### config.mk
export PLATFORM = sky130hd
export DESIGN_NAME = itmr_top
export DESIGN_NICKNAME = d
export VERILOG_FILES = /design/src/rtl/itmr_pkg.sv /design/src/rtl/itmr_counter.sv /design/src/rtl/itmr_compare.sv /design/src/rtl/itmr_irq.sv /design/src/rtl/itmr_top.sv
export SDC_FILE = /design/constraint.sdc
export NUM_CORES = 1
export LEC_CHECK = 0
export ABC_AREA = 1
export BUFFER_PORTS_ARGS = -buffer_cell sky130_fd_sc_hd__buf_2
export CORE_ASPECT_RATIO = 1.5
export CORE_MARGIN = 2
export CORE_UTILIZATION = 46
export CTS_CLUSTER_DIAMETER = 120
export DETAILED_ROUTE_END_ITERATION = 16
export PLACE_DENSITY = 0.68
export SKIP_LAST_GASP = 1
export SLEW_MARGIN = 40
export SYNTH_ARGS = -nofsm -noshare
export SYNTH_HDL_FRONTEND = slang
export SYNTH_SLANG_ARGS = --single-unit
### constraint.sdc
create_clock -name clk -period 2.1 [get_ports clk]
set_clock_uncertainty 0.1 [all_clocks]
set_input_delay 0.42 -clock clk [delete_from_list [all_inputs] [get_ports clk]]
set_output_delay 0.42 -clock clk [all_outputs]
set_load 0.1 [all_outputs]
### src/rtl/itmr_pkg.sv
package itmr_pkg;
  localparam int unsigned CMP_W = 32;

  function automatic logic [63:0] count_step(input logic [63:0] cur);
    return cur + 64'd1;
  endfunction

  function automatic logic low_equal(input logic [CMP_W-1:0] cnt_lo,
                                     input logic [CMP_W-1:0] cmp);
    return cnt_lo == cmp;
  endfunction
endpackage

### src/rtl/itmr_counter.sv
module itmr_counter #(
  parameter int unsigned CNT_W = 64
) (
  input  logic             clk,
  input  logic             rst_n,
  output logic [CNT_W-1:0] cnt_q
);
  logic [63:0] wide_cur;
  logic [63:0] wide_nxt;

  generate
    if (CNT_W < 64) begin : g_pad
      assign wide_cur = {{(64-CNT_W){1'b0}}, cnt_q};
    end else begin : g_full
      assign wide_cur = cnt_q[63:0];
    end
  endgenerate

  assign wide_nxt = itmr_pkg::count_step(wide_cur);

  always_ff @(posedge clk) begin
    if (!rst_n) cnt_q <= '0;
    else        cnt_q <= wide_nxt[CNT_W-1:0];
  end
endmodule

### src/rtl/itmr_compare.sv
module itmr_compare #(
  parameter int unsigned CMP_W = 32
) (
  input  logic             clk,
  input  logic             rst_n,
  input  logic             load,
  input  logic [CMP_W-1:0] load_val,
  input  logic [CMP_W-1:0] cnt_lo,
  output logic             hit_evt
);
  logic [CMP_W-1:0] cmp_q;
  logic             eq_now;
  logic             eq_q;

  assign eq_now  = itmr_pkg::low_equal(cnt_lo, cmp_q);
  assign hit_evt = eq_now && !eq_q;

  always_ff @(posedge clk) begin
    if (!rst_n) begin
      cmp_q <= '0;
      eq_q  <= 1'b1;
    end else begin
      if (load) cmp_q <= load_val;
      eq_q <= eq_now;
    end
  end
endmodule

### src/rtl/itmr_irq.sv
module itmr_irq (
  input  logic clk,
  input  logic rst_n,
  input  logic hit_evt,
  input  logic ack,
  input  logic mask_wr,
  input  logic mask_wdata,
  output logic pend_q,
  output logic mask_q,
  output logic irq
);
  always_ff @(posedge clk) begin
    if (!rst_n) begin
      pend_q <= 1'b0;
      mask_q <= 1'b1;
    end else begin
      if (hit_evt)  pend_q <= 1'b1;
      else if (ack) pend_q <= 1'b0;
      if (mask_wr)  mask_q <= mask_wdata;
    end
  end

  assign irq = pend_q && !mask_q;
endmodule

### src/rtl/itmr_top.sv
module itmr_top #(
  parameter int unsigned CNT_W = 64
) (
  input  logic             clk,
  input  logic             rst_n,
  input  logic             reg_wr,
  input  logic [31:0]      reg_wdata,
  output logic [CNT_W-1:0] reg_rdata,
  input  logic             mask_wr,
  input  logic             mask_wdata,
  input  logic             irq_ack,
  output logic             irq
);
  localparam int unsigned CMP_W = itmr_pkg::CMP_W;

  logic [CNT_W-1:0] cnt_q;
  logic             hit_evt;
  logic             pend_q;
  logic             mask_q;

  itmr_counter #(.CNT_W(CNT_W)) u_cnt (
    .clk(clk), .rst_n(rst_n), .cnt_q(cnt_q)
  );

  itmr_compare #(.CMP_W(CMP_W)) u_cmp (
    .clk(clk), .rst_n(rst_n), .load(reg_wr), .load_val(reg_wdata),
    .cnt_lo(cnt_q[CMP_W-1:0]), .hit_evt(hit_evt)
  );

  itmr_irq u_irq (
    .clk(clk), .rst_n(rst_n), .hit_evt(hit_evt), .ack(irq_ack),
    .mask_wr(mask_wr), .mask_wdata(mask_wdata),
    .pend_q(pend_q), .mask_q(mask_q), .irq(irq)
  );

  assign reg_rdata = cnt_q;
endmodule

==> results of run 1 <==
## routing by layer
layer,GRT usage [%],part of all wire [%],vias up
met5,0,0,-
met4,17.1,5.3,0
met3,4.19,4.2,52
met2,48.4,50,174
met1,31.3,41,2595
li1,-,-,2946
## worst paths after layout
path | from | endpoint | slack [ns] | depth (start not counted)
setup / recovery | u_cnt.cnt_q[47]$_SDFF_PN0_ | reg_rdata[47] | 0.21 | 2
hold / removal | mask_wr | u_irq.mask_q$_SDFFE_PN1P_ | 0.17 | 2
setup reg to reg | u_cnt.cnt_q[0]$_SDFF_PN0_ | u_cnt.cnt_q[62]$_SDFF_PN0_ | 0.23 | 8
hold reg to reg | u_cmp.cmp_q[5]$_SDFFE_PN0P_ | u_cmp.cmp_q[5]$_SDFFE_PN0P_ | 0.37 | 2
## worst max-delay path, stage by stage, from the launching register on
cell and delay [ns]:
dfxtp_1 0.42, buf_4 0.17, buf_2 0.42
## kinds of logic after synthesis
logic type / count (synthesis)
AO/OA/AOI/OAI: 124
XOR/XNOR: 20
buffers and inverters: 131
AND/OR/NAND/NOR: 485
adder cells (fa/ha/maj): 1
flip-flops: 99
## synth_stat cells (all sizes together)
cell type / instances
clkbuf: 15
nand4: 30
a21oi: 67
nand3b: 1
o21ai: 54
dfxtp: 99
inv: 113
xor2: 3
buf: 1
nor3: 26
nand3: 30
nand2: 235
ha: 1
nor2: 156
o21a: 2
clkinv: 2
a31oi: 1
xnor2: 17
or2: 6
nor3b: 1
## final cells by class
| type | instances | area [um^2] |
|---|---|---|
| Tap cell | 150 | 188 |
| Clock inverter | 5 | 36.3 |
| Clock buffer | 11 | 243 |
| Timing Repair Buffer | 114 | 626 |
| Multi-Input combinational cell | 630 | 2960 |
| Sequential cell | 99 | 2040 |
| Fill cell | 1217 | 5010 |
| Inverter | 115 | 432 |
## flip-flops by register name, summed over array words and instances (netlist names)
| register | count |
|---|---|
| u_cmp.cmp_q | 32 |
| u_cmp.eq_q | 1 |
| u_cnt.cnt_q | 64 |
| u_irq.pend_q | 1 |
| u_irq.mask_q | 1 |
## placed cells by master (no fill, tap or decap), drive strengths merged
cell	synthesis	final
a21oi	67	67
a31oi	1	1
buf	1	114
clkbuf	15	11
clkinv	2	5
dfxtp	99	99
ha	1	1
inv	113	115
nand2	235	235
nand3	30	30
nand3b	1	1
nand4	30	30
nor2	156	156
nor3	26	26
nor3b	1	1
o21a	2	2
o21ai	54	54
or2	6	6
xnor2	17	17
xor2	3	3
## power by group
group | leakage (nW) | internal [mW] | total [mW] | switching [mW]
sequential | 0.831 | 1.93 | 1.96 | 0.0367
combinational | 1.61 | 0.104 | 0.271 | 0.168
clock | 0.140 | 0.844 | 1.59 | 0.743
total | 2.58 | 2.87 | 3.82 | 0.947
==> results.sh, run 1 <==
export IMPL_status="finished clean"
export IMPL_synthMuxAreaShare_pct=0
export IMPL_die_y_um=137
export IMPL_synth_fa_ha_area_share_pct=0.230
export IMPL_cts_tree="done"
export IMPL_synth_compound_area_share_pct=11.5
export IMPL_vias=5767
export IMPL_synthCells=860
export IMPL_finish_instance_area_mm2=0.00652
export IMPL_synth_top_area_cell="dfxtp_1"
export IMPL_die_area_mm2=0.0127
export IMPL_std_cell_rows=48
export IMPL_place_hpwl_um=13700
export IMPL_post_drt_wl_per_cell_um=15.2
export IMPL_wl_um=17100
export IMPL_antenna_cells=0
export IMPL_rsz0062_at_grt="false"
export IMPL_grt_pass1_vias=5248
export IMPL_h_tree_depth=3
export IMPL_power_leakage_nw=2.58
export IMPL_fin_cells=1124
export IMPL_fin_util_pct=56.6
export IMPL_whs_ns=0.168
export IMPL_syn_area_per_cell_um2=6.31
export IMPL_ys_warn_count=0
export IMPL_maxCapViolations=0
export IMPL_worst_ep_arrival_time_ns=1.37
export IMPL_cts_made_buffers=9
export IMPL_fin_nets=1008
export IMPL_critical_path_class="register to output port"
export IMPL_worst_setup_path_end_kind="output port"
export IMPL_total_power_mw=3.82
export IMPL_final_antenna_net_count=0
export IMPL_max_clock_freq_mhz=530
export IMPL_grt_use_total_pct=27.6
export IMPL_ys_ff_latch=99
export IMPL_irDropWorstVdd_uv=394
export IMPL_viasPerCell=5.13
export IMPL_powerDensity_mw_per_mm2=586
export IMPL_worst_slew_pin_slew_ns=0.509
export IMPL_core_mm2=0.0115
export IMPL_route_detailed_drc=0
export IMPL_grt_pass1_wl_um=26800
export IMPL_clockBufferDepth=2
export IMPL_tns_ns=0
export IMPL_synth_area_leaders="dfxtp_1 37%, nand2_1 16%, nor2_1 9.6%, inv_1 7.0%, a21oi_1 6.2%"
export IMPL_period_minus_slack_ns=1.89
export IMPL_die_w_um=92.7
export IMPL_ys_seq_area_share_pct=36.5
export IMPL_drv_slew=0
export IMPL_relSlewSlack_pct=66.3
export IMPL_synth_top_family_by_area="simple AND/OR/NAND/NOR gates"
export IMPL_setup_violations=0
export IMPL_drive_above_1_share_pct=22.8
export IMPL_holdCritPathClass="input pin to register"
export IMPL_yosysTopAreaCellShare_pct=36.5
export IMPL_post_cts_buffers=0
export IMPL_pre_cts_slack_ns=0.245
export IMPL_drtIter0Drc=309
export IMPL_setup_slack_ns=0.214
export IMPL_synth_nets=899
export IMPL_grt_start_max_net_pins=47
export IMPL_clock_latency_ns=0.35
export IMPL_cts_hold_buf=0
export IMPL_hold_violations=0
export IMPL_synthSimpleGateAreaFrac_pct=39.4
export IMPL_cts_root_buf="clkbuf_16"
export IMPL_numClockSinks=99
export IMPL_period_share_pct=89.8
export IMPL_initial_utilization_pct=47.1
export IMPL_first_pass_iters=5
export IMPL_synth_xor_area_share_pct=3.23
export IMPL_gp_routability_congestion=0.951
export IMPL_grt_ovfl_total=0
export IMPL_syn_area_mm2=0.00543
export IMPL_place_area_mm2=0.00624
export IMPL_antenna_found_initial=0
export IMPL_critPathMaxFanout=3
export IMPL_synth_distinct_cells=31
export IMPL_ctsResizeCount=0
export IMPL_port_buffers=102
export IMPL_ios=103
export IMPL_area_delta_synth_final_pct=20.1
export IMPL_clk_pin_slew_ns=0.07
export IMPL_cp_required_ns=1.58
export IMPL_startpoint_type="register"
export IMPL_dp_cells=1108
Power figures use the tool's default switching activity.
==> inputs of run 2 (changes only) <==
Settings changed: SYNTH_HIERARCHICAL set to 1.
==> results.sh, run 2 <==
export IMPL_status="finished clean"
export IMPL_synth_edf_count=0
export IMPL_critPathTopFamily="buffers and inverters"
export IMPL_ys_warn_count=6
export IMPL_post_cts_buffers=0
export IMPL_numClockSinks=99
export IMPL_synth_area_leaders="dfxtp_1 36%, nand2_1 17%, nor2_1 15%, inv_1 6.4%, o21ai_0 4.0%"
export IMPL_dp_cells=1128
export IMPL_r2r_cells=8
export IMPL_pre_cts_slack_ns=0.313
export IMPL_fin_nets=1025
export IMPL_die_w_um=93.5
export IMPL_largest_register_ffs=64
export IMPL_powerDensity_mw_per_mm2=606
export IMPL_viasPerCell=4.85
export IMPL_p_sw_share_pct=23.3
export IMPL_std_cell_rows=49
export IMPL_seq_area_mm2=0.00203
export IMPL_drive_above_1_share_pct=20.2
export IMPL_cp_required_ns=1.58
export IMPL_grt_pass1_wl_um=25200
export IMPL_r2r_start="u_cnt/cnt_q[0]$_SDFF_PN0_"
export IMPL_rsz0062_at_grt="false"
export IMPL_max_clock_freq_mhz=549
export IMPL_antenna_found_initial=0
export IMPL_final_antenna_net_count=0
export IMPL_vias=5544
export IMPL_tns_ns=0
export IMPL_synth_nets=922
export IMPL_holdCritPathClass="input pin to register"
export IMPL_wl_um=15900
export IMPL_rrSetupSlack_ns=0.31
export IMPL_drtIter0Drc=174
export IMPL_top_regs="u_cnt/cnt_q: 64 flops, u_cmp/cmp_q: 32 flops"
export IMPL_post_drt_wl_per_cell_um=13.9
export IMPL_die_area_mm2=0.0129
export IMPL_cts_root_buf="clkbuf_16"
export IMPL_area_delta_synth_final_pct=18.9
export IMPL_critical_path_class="register to output port"
export IMPL_irDropWorstVdd_uv=481
export IMPL_holdPathStages=3
export IMPL_yosys_top_cells_count="245 x nand2_1, 221 x nor2_1, 99 x dfxtp_1"
export IMPL_maxCapViolations=0
export IMPL_min_to="u_irq/mask_q$_SDFFE_PN1P_"
export IMPL_grt_start_max_net_pins=33
export IMPL_drv_slew=0
export IMPL_fill_cells=1269
export IMPL_critPathMaxFanout=5
export IMPL_setup_slack_ns=0.278
export IMPL_first_pass_iters=4
export IMPL_clk_pin_slew_ns=0.07
export IMPL_port_buffers=102
export IMPL_total_power_mw=3.98
export IMPL_core_mm2=0.0118
export IMPL_cts_hold_buf=0
export IMPL_multi_input_area_mm2=0.00311
export IMPL_ys_seq_area_share_pct=35.9
export IMPL_grt_pass1_vias=5120
export IMPL_r2r_end="u_cnt/cnt_q[28]$_SDFF_PN0_"
export IMPL_clock_latency_ns=0.34
export IMPL_h_tree_depth=3
export IMPL_die_y_um=138
export IMPL_worst_setup_path_end_kind="output port"
export IMPL_crit_slowest_cell="buf_2"
export IMPL_gp_routability_congestion=0.966
export IMPL_period_minus_slack_ns=1.82
export IMPL_syn_area_mm2=0.00553
export IMPL_p_sw_mw=0.929
export IMPL_synth_most_common_cell="nand2_1"
export IMPL_final_cell_mix="245 x nand2_1, 220 x nor2_1, 102 x buf_2, 94 x inv_1, 59 x dfxtp_1"
export IMPL_clockBufferDepth=2
export IMPL_grt_use_total_pct=24.9
export IMPL_synthArstFlopShare_pct=0
export IMPL_synth_distinct_cells=32
export IMPL_worst_ep_arrival_time_ns=1.30
export IMPL_crit_buf_inv=1
export IMPL_relSlewSlack_pct=64.0
export IMPL_worst_slew_pin_slew_ns=0.539
export IMPL_yosysTopAreaCellShare_pct=35.9
export IMPL_clkPwrFrac_pct=43.7
export IMPL_synthCells=883
export IMPL_p_int_mw=3.05
export IMPL_ctsResizeCount=0
export IMPL_cts_tree="done"
export IMPL_route_detailed_drc=0
export IMPL_synth_ff_type="dfxtp_1"
export IMPL_ys_ff_latch=99
export IMPL_startpoint_type="register"
export IMPL_ios=103
export IMPL_final_common_cell="nand2_1"
export IMPL_hp_start="mask_wdata"
export IMPL_p_seq_share_pct=49.3
export IMPL_place_hpwl_um=12500
export IMPL_setup_violations=0
export IMPL_initial_utilization_pct=46.7
export IMPL_max_stage_delay_ns=0.48
export IMPL_antenna_cells=0
export IMPL_combPwrFrac_pct=7.0
export IMPL_cts_made_buffers=9
export IMPL_hold_violations=0
export IMPL_fin_cells=1144
export IMPL_grt_ovfl_total=0
export IMPL_power_leakage_nw=2.98
export IMPL_largest_register="u_cnt/cnt_q"
export IMPL_whs_ns=0.178
export IMPL_crit_chain="buf_2"
export IMPL_syn_area_per_cell_um2=6.26
export IMPL_period_share_pct=86.7
export IMPL_synth_top_area_cell="dfxtp_1"
[run 2: cell types whose count changed in the layout (fill, tap and decap cells not counted), moves of 6 or more]
cell	previous run	this run
o21ai_0	52	44
nor3_2	6	0
nor3_1	20	3
o21bai_1	0	7
a21oi_1	67	36
inv_1	101	94
nand2_1	229	245
dfxtp_1	52	59
nor2_1	138	220
dfxtp_2	47	40
nand4_1	29	11
inv_2	12	6
xnor2_1	17	25
[run 2: cell families (layout without fill, tap and decap cells)]
group	count (synthesis)	after routing	share of synthesized area, %
simple gates	538	538	41.2
buf+inv	115	223	7.90
flops	99	99	35.9
compound gates	98	98	9.78
xor+xnor	32	32	5.07
fa+ha+maj	1	1	0.226
[run 2: worst max path at each step]
stage / from / to / depth (start not counted) / slack [ns]
after global routing: u_cnt/cnt_q[0]$_SDFF_PN0_ / u_cnt/cnt_q[38]$_SDFF_PN0_ / 9 / 0.14
final: u_cnt/cnt_q[56]$_SDFF_PN0_ / reg_rdata[56] / 1 / 0.28
after detailed placement: u_cnt/cnt_q[0]$_SDFF_PN0_ / u_cnt/cnt_q[28]$_SDFF_PN0_ / 8 / 0.31
after global placement: u_cnt/cnt_q[0]$_SDFF_PN0_ / u_cnt/cnt_q[52]$_SDFF_PN0_ / 8 / 0.36
after floorplan: u_cnt/cnt_q[33]$_SDFF_PN0_ / u_cnt/cnt_q[56]$_SDFF_PN0_ / 9 / -0.01
after CTS: u_cnt/cnt_q[56]$_SDFF_PN0_ / reg_rdata[56] / 1 / 0.26
[run 2: power groups by stage]
stage | registers (mW) | clock network (mW) | logic [mW]
after floorplan | 2.03 | 0 | 0.166
after global placement | 2.01 | 0 | 0.276
after detailed placement | 2.01 | 0 | 0.280
after CTS | 1.96 | 1.78 | 0.281
after global routing | 1.97 | 1.86 | 0.317
final | 1.96 | 1.74 | 0.278
[run 2: layout make-up]
| class | count | share of cell area, % |
|---|---|---|
| Inverter | 100 | 5.71 |
| Clock inverter | 4 | 0.723 |
| Tap cell | 153 | 2.91 |
| Clock buffer | 12 | 4.05 |
| Multi-Input combinational cell | 669 | 47.3 |
| Timing Repair Buffer | 107 | 8.34 |
| Sequential cell | 99 | 30.9 |
[run 2: per-stage QoR]
step                util, %  area, um^2
floorplan                 -        5580
global placement       52.9        6260
detailed placement     52.9        6260
CTS                    55.5        6570
global route           55.5        6570
finish                 55.5        6570
[run 2: layer usage]
layer  track usage [%]  vias to the layer above  wire length (um)  share of wire [%]
met5                 0                        -                 0                  0
met4              13.2                        0               715                4.5
met3              3.87                       38               695                4.4
met2              42.4                      141              7670                 48
met1              29.7                     2441              6810                 43
li1                  -                     2924                 -                  -
